## src/rtl/zs_pkg.sv

```systemverilog
package zs_pkg;

    typedef enum logic [2:0] {
        CMP_NEVER  = 3'd0,
        CMP_LT     = 3'd1,
        CMP_EQ     = 3'd2,
        CMP_LE     = 3'd3,
        CMP_GT     = 3'd4,
        CMP_NE     = 3'd5,
        CMP_GE     = 3'd6,
        CMP_ALWAYS = 3'd7
    } cmp_e;

    typedef enum logic [2:0] {
        SOP_KEEP = 3'd0,
        SOP_ZERO = 3'd1,
        SOP_REPL = 3'd2,
        SOP_INCS = 3'd3,
        SOP_DECS = 3'd4,
        SOP_INV  = 3'd5,
        SOP_RSV6 = 3'd6,
        SOP_RSV7 = 3'd7
    } sop_e;

    typedef enum logic {
        ST_CLEAR = 1'b0,
        ST_RUN   = 1'b1
    } fill_state_e;

    // Unsigned ordering; for non-negative IEEE floats this is numeric order.
    function automatic logic cmp_eval(input logic [2:0] fn,
                                      input logic [31:0] a,
                                      input logic [31:0] b);
        logic r;
        unique case (cmp_e'(fn))
            CMP_NEVER:  r = 1'b0;
            CMP_LT:     r = (a <  b);
            CMP_EQ:     r = (a == b);
            CMP_LE:     r = (a <= b);
            CMP_GT:     r = (a >  b);
            CMP_NE:     r = (a != b);
            CMP_GE:     r = (a >= b);
            CMP_ALWAYS: r = 1'b1;
        endcase
        return r;
    endfunction

    function automatic logic [7:0] sop_eval(input logic [2:0] op,
                                            input logic [7:0] cur,
                                            input logic [7:0] refv);
        logic [7:0] r;
        unique case (sop_e'(op))
            SOP_ZERO: r = 8'h00;
            SOP_REPL: r = refv;
            SOP_INCS: r = (cur == 8'hFF) ? cur : cur + 8'd1;
            SOP_DECS: r = (cur == 8'h00) ? cur : cur - 8'd1;
            SOP_INV:  r = ~cur;
            default:  r = cur;
        endcase
        return r;
    endfunction

endpackage

```

## src/rtl/zs_fill_fsm.sv

```systemverilog
module zs_fill_fsm #(
    parameter int ENTRIES = 16,
    parameter int AW      = 4
) (
    input  logic          clk,
    input  logic          rst,
    output logic          clr_en,
    output logic [AW-1:0] clr_addr,
    output logic          rdy
);
    import zs_pkg::*;

    localparam logic [AW-1:0] LAST = AW'(ENTRIES - 1);

    fill_state_e state_q, state_d;
    logic [AW-1:0] cnt_q;

    // state register
    always_ff @(posedge clk) begin
        if (rst) begin
            state_q <= ST_CLEAR;
            cnt_q   <= '0;
        end else begin
            state_q <= state_d;
            if (state_q == ST_CLEAR) cnt_q <= cnt_q + 1'b1;
        end
    end

    // next state: CLEAR_DONE once the last entry is written
    always_comb begin
        state_d = state_q;
        unique case (state_q)
            ST_CLEAR: if (cnt_q == LAST) state_d = ST_RUN;
            ST_RUN:   state_d = ST_RUN;
        endcase
    end

    // outputs
    always_comb begin
        clr_en   = 1'b0;
        rdy      = 1'b0;
        clr_addr = cnt_q;
        unique case (state_q)
            ST_CLEAR: clr_en = 1'b1;
            ST_RUN:   rdy    = 1'b1;
        endcase
    end

    // once running, the unit never returns to clearing without reset
    p_run_sticky_r1: assert property (@(posedge clk) disable iff (rst)
        (state_q == ST_RUN) |=> (state_q == ST_RUN));

endmodule

```

## src/rtl/zs_store.sv

```systemverilog
module zs_store #(
    parameter int          ENTRIES = 16,
    parameter int          AW      = 4,
    parameter int          LANES   = 2,
    parameter int          ZW      = 32,
    parameter int          SW      = 8,
    parameter logic [31:0] CLEAR_Z = 32'h3F80_0000
) (
    input  logic          clk,
    input  logic          clr_en,
    input  logic [AW-1:0] clr_addr,
    input  logic [AW-1:0] addr   [LANES],
    input  logic          we_z   [LANES],
    input  logic          we_s   [LANES],
    input  logic [ZW-1:0] wd_z   [LANES],
    input  logic [SW-1:0] wd_s   [LANES],
    output logic [ZW-1:0] rd_z   [LANES],
    output logic [SW-1:0] rd_s   [LANES]
);
    logic [ZW-1:0] mem_z [ENTRIES];
    logic [SW-1:0] mem_s [ENTRIES];

    // Higher lane index is written last and so takes precedence.
    always_ff @(posedge clk) begin
        if (clr_en) begin
            mem_z[clr_addr] <= ZW'(CLEAR_Z);
            mem_s[clr_addr] <= '0;
        end else begin
            for (int l = 0; l < LANES; l++) begin
                if (we_z[l]) mem_z[addr[l]] <= wd_z[l];
                if (we_s[l]) mem_s[addr[l]] <= wd_s[l];
            end
        end
    end

    for (genvar g = 0; g < LANES; g++) begin : g_rd
        assign rd_z[g] = mem_z[addr[g]];
        assign rd_s[g] = mem_s[addr[g]];

        // the clear sweep never coincides with a pixel write
        p_clr_excl_r1: assert property (@(posedge clk)
            clr_en |-> !(we_z[g] || we_s[g]));
    end

endmodule

```

## src/rtl/zs_lane_eval.sv

```systemverilog
module zs_lane_eval #(
    parameter int ZW = 32,
    parameter int SW = 8
) (
    input  logic          valid,
    input  logic          late,
    input  logic          shz,
    input  logic [ZW-1:0] depth,
    input  logic [ZW-1:0] seen_z,
    input  logic [SW-1:0] seen_s,
    input  logic [2:0]    zfunc,
    input  logic          zwrite,
    input  logic [ZW-1:0] zmin,
    input  logic [ZW-1:0] zmax,
    input  logic          s_en,
    input  logic [2:0]    sfunc,
    input  logic [SW-1:0] sref,
    input  logic [SW-1:0] srmask,
    input  logic [SW-1:0] swmask,
    input  logic [2:0]    op_sfail,
    input  logic [2:0]    op_zfail,
    input  logic [2:0]    op_zpass,
    output logic          pass,
    output logic          range_ok,
    output logic          wr_z,
    output logic          wr_s,
    output logic [SW-1:0] new_s
);
    import zs_pkg::*;

    logic          s_ok, z_ok, may_wr;
    logic [2:0]    op_sel;
    logic [SW-1:0] op_res;

    always_comb begin
        range_ok = (seen_z >= zmin) && (seen_z <= zmax);
        s_ok     = !s_en || cmp_eval(sfunc, 32'(sref & srmask), 32'(seen_s & srmask));
        z_ok     = cmp_eval(zfunc, 32'(depth), 32'(seen_z));
        may_wr   = valid && range_ok && (late || !shz);
        pass     = valid && range_ok && s_ok && z_ok;

        if (!s_ok)      op_sel = op_sfail;
        else if (!z_ok) op_sel = op_zfail;
        else            op_sel = op_zpass;

        op_res = SW'(sop_eval(op_sel, 8'(seen_s), 8'(sref)));
        new_s  = (seen_s & ~swmask) | (op_res & swmask);
        wr_s   = may_wr && s_en;
        wr_z   = may_wr && s_ok && z_ok && zwrite;
    end

endmodule

```

## src/rtl/zs_dual_tester.sv

```systemverilog
module zs_dual_tester #(
    parameter int          LANES   = 2,
    parameter int          AW      = 4,
    parameter logic [31:0] CLEAR_Z = 32'h3F80_0000
) (
    input  logic                clk,
    input  logic                rst,
    output logic                rdy,
    input  logic [2:0]          cfg_zfunc,
    input  logic                cfg_zwrite,
    input  logic [31:0]         cfg_zmin,
    input  logic [31:0]         cfg_zmax,
    input  logic                cfg_s_en,
    input  logic [2:0]          cfg_sfunc,
    input  logic [7:0]          cfg_sref,
    input  logic [7:0]          cfg_srmask,
    input  logic [7:0]          cfg_swmask,
    input  logic [2:0]          cfg_op_sfail,
    input  logic [2:0]          cfg_op_zfail,
    input  logic [2:0]          cfg_op_zpass,
    input  logic [LANES-1:0]    px_valid,
    input  logic [LANES*AW-1:0] px_addr,
    input  logic [LANES*32-1:0] px_depth,
    input  logic [LANES-1:0]    px_late,
    input  logic [LANES-1:0]    px_shz,
    output logic [LANES-1:0]    res_valid,
    output logic [LANES-1:0]    res_pass
);
    import zs_pkg::*;

    localparam int ENTRIES = 1 << AW;
    localparam int ZW      = 32;
    localparam int SW      = 8;

    logic          clr_en;
    logic [AW-1:0] clr_addr;

    logic [AW-1:0] l_addr  [LANES];
    logic [ZW-1:0] l_depth [LANES];
    logic [ZW-1:0] st_z    [LANES];
    logic [SW-1:0] st_s    [LANES];
    logic [ZW-1:0] seen_z  [LANES];
    logic [SW-1:0] seen_s  [LANES];
    logic [SW-1:0] new_s   [LANES];
    logic          we_z    [LANES];
    logic          we_s    [LANES];
    logic [LANES-1:0] acc, l_pass, l_rok, l_wz, l_ws;

    zs_fill_fsm #(.ENTRIES(ENTRIES), .AW(AW)) u_fill (
        .clk(clk), .rst(rst), .clr_en(clr_en), .clr_addr(clr_addr), .rdy(rdy)
    );

    zs_store #(.ENTRIES(ENTRIES), .AW(AW), .LANES(LANES), .ZW(ZW), .SW(SW),
               .CLEAR_Z(CLEAR_Z)) u_store (
        .clk(clk), .clr_en(clr_en), .clr_addr(clr_addr),
        .addr(l_addr), .we_z(we_z), .we_s(we_s), .wd_z(l_depth), .wd_s(new_s),
        .rd_z(st_z), .rd_s(st_s)
    );

    for (genvar g = 0; g < LANES; g++) begin : g_lane
        assign l_addr[g]  = px_addr[g*AW +: AW];
        assign l_depth[g] = px_depth[g*ZW +: ZW];
        assign acc[g]     = px_valid[g] && rdy;
        assign we_z[g]    = l_wz[g];
        assign we_s[g]    = l_ws[g];

        // Forward the newest result of any lower lane at the same address.
        always_comb begin
            seen_z[g] = st_z[g];
            seen_s[g] = st_s[g];
            for (int j = 0; j < g; j++) begin
                if (l_addr[j] == l_addr[g]) begin
                    if (l_wz[j]) seen_z[g] = l_depth[j];
                    if (l_ws[j]) seen_s[g] = new_s[j];
                end
            end
        end

        zs_lane_eval #(.ZW(ZW), .SW(SW)) u_eval (
            .valid(acc[g]), .late(px_late[g]), .shz(px_shz[g]),
            .depth(l_depth[g]), .seen_z(seen_z[g]), .seen_s(seen_s[g]),
            .zfunc(cfg_zfunc), .zwrite(cfg_zwrite),
            .zmin(cfg_zmin), .zmax(cfg_zmax),
            .s_en(cfg_s_en), .sfunc(cfg_sfunc), .sref(cfg_sref),
            .srmask(cfg_srmask), .swmask(cfg_swmask),
            .op_sfail(cfg_op_sfail), .op_zfail(cfg_op_zfail), .op_zpass(cfg_op_zpass),
            .pass(l_pass[g]), .range_ok(l_rok[g]),
            .wr_z(l_wz[g]), .wr_s(l_ws[g]), .new_s(new_s[g])
        );

        // an out-of-window stored depth is never reported as a pass
        p_range_kill_r4: assert property (@(posedge clk) disable iff (rst)
            (acc[g] && !l_rok[g]) |=> !res_pass[g]);

        // an out-of-window pixel touches neither field
        p_range_nowr_r4: assert property (@(posedge clk) disable iff (rst)
            (acc[g] && !l_rok[g]) |-> !(we_z[g] || we_s[g]));

        // a pre-shade pixel with shader depth never writes
        p_early_hold_r8: assert property (@(posedge clk) disable iff (rst)
            (acc[g] && !px_late[g] && px_shz[g]) |-> !(we_z[g] || we_s[g]));

        // the never function kills every pixel
        p_never_kills_r3: assert property (@(posedge clk) disable iff (rst)
            (acc[g] && cfg_zfunc == 3'd0) |=> !res_pass[g]);
    end

    always_ff @(posedge clk) begin
        if (rst) begin
            res_valid <= '0;
            res_pass  <= '0;
        end else begin
            res_valid <= acc;
            res_pass  <= l_pass;
        end
    end

    // nothing is reported for a cycle in which the unit was not ready
    p_idle_quiet_r1: assert property (@(posedge clk) disable iff (rst)
        !rdy |=> (res_valid == '0));

endmodule

```

## config.mk

```make
export PLATFORM = sky130hd
export DESIGN_NAME = zs_dual_tester
export DESIGN_NICKNAME = d
export VERILOG_FILES = /design/src/rtl/zs_pkg.sv /design/src/rtl/zs_fill_fsm.sv /design/src/rtl/zs_store.sv /design/src/rtl/zs_lane_eval.sv /design/src/rtl/zs_dual_tester.sv
export SDC_FILE = /design/constraint.sdc
export NUM_CORES = 2
export LEC_CHECK = 0
export BUFFER_PORTS_ARGS = -buffer_cell sky130_fd_sc_hd__buf_2
export CORE_AREA = 2 2 223 335
export DETAILED_ROUTE_END_ITERATION = 10
export DIE_AREA = 0 0 225 337
export PLACE_DENSITY = 0.89
export SYNTH_ARGS = -nofsm -noshare
export SYNTH_HDL_FRONTEND = slang
export SYNTH_SLANG_ARGS = --single-unit
```

## constraint.sdc

```tcl
create_clock -name clk -period 17.15 [get_ports clk]
set_clock_uncertainty 0.1 [all_clocks]
set_input_delay 3.43 -clock clk [delete_from_list [all_inputs] [get_ports clk]]
set_output_delay 3.43 -clock clk [all_outputs]
set_load 0.01 [all_outputs]
```

==> run_results.csv <==
group,metric,value,unit
floorplanning,die_w,225,µm
detailed_routing,via_per_inst,7.87,
grt,grt_pass1_wl,229000,µm
grt,met2_usage,65.4,%
sta,final-max-slew-violation-count,3,
synthesis,synth_edf_count,640,
clocking,path_clk_slew,60,ps
floorplanning,rows,122,
synthesis,ys.flop_type,"edfxtp_1",
worst_setup_path,setup.worst_path.start_class,"input port",
clocking,postCtsSetupRepairBufs,0,
outcome,status,"complete, but fails checks",
power_and_ir_drop,seqPwrFrac,45.6,%
clocking,ctsResizeCount,0,
detailed_routing,drt_iter0_drc,5119,
sta,max_slew.worst_pin.slew,1510,ps
power_and_ir_drop,pwr-share-clk,36.1,%
final_layout,fill_cells,4730,
sta,max_slew_margin,-1.06,%
synthesis,syn_nets,3752,
worst_setup_path,cp_slowest_cell,"nand4_1",
power_and_ir_drop,switchingPower,0.00110,W
grt,gr-usage-met1,46.0,%
clocking,insertion_delay,690,ps
power_and_ir_drop,p_comb_share,18.3,%
placed_design,portBuffers,189,
final_layout,layout-drive-gt1-share,39.6,%
floorplanning,core-area,0.0731,mm²
grt,grt_max_degree,92,
synthesis,synth_warnings,0,
power_and_ir_drop,p_sw_share,28.5,%
synthesis,synth_top_cell_by_area,"edfxtp_1",
synthesis,synthArstFlopShare,0,%
clocking,cts_root_buf,"clkbuf_16",
sta,finalSetupViolations,0,
hold_path,hold_path_class,"flop to flop",
grt,overflow,0,
grt,antenna_found_initial,11,
detailed_routing,drc,0,
floorplanning,die_h,337,µm
placed_design,dp_hpwl,102000,µm
sta,fin_tns_setup,0,ps
synthesis,ys_ff_latch,649,
sta,period_minus_slack,16240,ps
outcome,violations,"capacitance limit, slew limit",
detailed_routing,wl_per_cell,36.6,µm
final_layout,multiInputGateArea,0.0245,mm²
sta,whs,514,ps
grt,busiest_layer,"met2",
clocking,clkSinkCount,649,
power_and_ir_drop,p_leak,18.8,nW
worst_setup_path,crit_path_end_kind,"flop",
synthesis,synth_top_area_share,42.3,%
grt,use_met3,14.4,%
floorplanning,io_pins,190,
final_layout,fin_nets,3784,
final_layout,regArea,0.0194,mm²
clocking,cts_hold_buf,0,
detailed_routing,dr.pass1.iters,6,
worst_setup_path,required,17340,ps
synthesis,synth_cells,3352,
synthesis,netlist_top_cells_area,"edfxtp_1, mux4_2, mux2_2",
clocking,htreeDepth,2,
final_layout,area_growth,8.15,%
worst_setup_path,crit_type,"input port to flop",
grt,grt_pass1_vias,35000,
synthesis,avgSynthCellArea,13.6,µm²
worst_setup_path,critPathArrivalTime,16430,ps
synthesis,yosysSeqAreaShare,42.6,%
synthesis,syn-cell-area,0.0455,mm²
power_and_ir_drop,cellPowerDensity,78.7,mW/mm²
detailed_routing,routed_wirelength,160000,µm
clocking,cts_made_buffers,60,
grt,grtUsageTotal,42.3,%
worst_setup_path,cp_max_fo,79,
sta,finalHoldViolCount,0,
placed_design,place_congestion,1.03,
detailed_routing,ant_nets,0,
clocking,cts_tree,"yes",
job,drv_cap,1,
floorplanning,die-area,0.0758,mm²
sta,rsz0062_at_grt,"false",
sta,fmax,0.0616,GHz
worst_setup_path,cpPeakStageDelay,1050,ps
power_and_ir_drop,p_int,0.00277,W
sta,final.period_utilization,94.7,%
synthesis,ys_types,96,
floorplanning,initial_core_util,62.2,%
power_and_ir_drop,peakVddDrop,0.0846,mV
detailed_routing,vias,34300,
clocking,cts_max_path_buffers,3,
state kept, by name, indices dropped and copies added (netlist names):
register	flops
u_store.mem_s	128
res_valid	2
u_fill.clr_addr	4
u_store.mem_z	512
u_fill.state_q	1
res_pass	2
placed cells by master (no fill, tap or decap), drive strengths merged, types with 7 or more instances in the layout:
master  instances
buf           257
o211ai         13
edfxtp        640
o21a           12
nor2          117
mux2i          37
nor2b          31
a21o           63
a21oi         122
nand3          29
o21bai          9
clkinv         26
or3             7
mux2          542
and4            8
a31oi          31
ha            215
o31ai          21
clkbuf         78
a311oi          7
a21boi         10
nor3           21
nor4           11
nand2b         28
inv           162
nand4          54
and2           64
o21ai         116
mux4          397
dfxtp           9
and3           15
nand2         175
synth_stat cells (all sizes together) (64+ instances only):
cell type,n
nand2,175
mux2,542
a21oi,122
mux4,397
nor2,117
inv,159
buf,70
and2,64
clkbuf,218
edfxtp,640
o21ai,116
ha,215
per-stage QoR:
stage / total power, W / util [%] / instances / setup WS, ps / instance area (µm²)
CTS: 0.00382 / 67.3 / 4364 / 1750 / 49200
finish: 0.00387 / 67.3 / 4366 / 914 / 49200
floorplan: 0.00224 / - / 3352 / 3280 / 45500
global placement: 0.00245 / 64.6 / 4251 / 1180 / 47200
detailed placement: 0.00247 / 64.6 / 4251 / 1100 / 47200
global route: 0.00394 / 67.3 / 4366 / 802 / 49200
power groups by stage:
stage,Combinational (W),Clock [W],Sequential (W)
after global placement,0.000658,0,0.00180
after global routing,0.000741,0.00143,0.00177
after floorplan,0.000450,0,0.00179
after detailed placement,0.000672,0,0.00180
after CTS,0.000677,0.00138,0.00176
final,0.000707,0.00140,0.00177
worst max-delay path, delay by kind of cell:
family | cells | cell delay, ps
multiplexers | 3 | 1610
AO/OA/AOI/OAI | 8 | 3040
buffers and inverters | 4 | 1520
AND/OR/NAND/NOR | 12 | 6130
adder cells (fa/ha/maj) | 2 | 500
logic make-up (layout without fill, tap and decap cells):
family / Yosys count / count (layout) / share of synthesized area (%)
mux: 976 / 976 / 33.9
flops: 649 / 649 / 42.6
simple gates: 581 / 581 / 6.50
compound gates: 473 / 473 / 6.95
buf+inv: 447 / 530 / 3.88
fa+ha+maj: 215 / 215 / 5.91
xor+xnor: 11 / 11 / 0.212
other cells: 0 / 1 / 0
layout make-up:
class | count | share of cell area [%]
clock inverters | 36 | 0.789
clock buffers | 77 | 3.22
flip-flops and latches | 649 | 39.4
multi-input cells | 2256 | 49.9
repair buffers | 258 | 3.11
diodes | 1 | 0.00509
well taps | 930 | 2.37
inverters | 159 | 1.21
final timing paths:
| check | from | endpoint | slack (ps) | cells past startpoint |
|---|---|---|---|---|
| max | px_addr[0] | u_store.mem_z[7][24] | 910 | 29 |
| min | u_fill.clr_addr[0] | u_fill.clr_addr[0] | 510 | 2 |
| min reg2reg | u_fill.clr_addr[0] | u_fill.clr_addr[0] | 510 | 2 |
| max reg2reg | u_store.mem_z[6][23] | u_store.mem_z[7][24] | 4100 | 28 |
metal layers:
layer,vias to the layer above,part of all wire [%]
met5,-,0.068
met4,16,12
met3,1200,14
met2,3425,45
met1,16300,29
li1,13400,-
(Power assumes the default switching activity.)
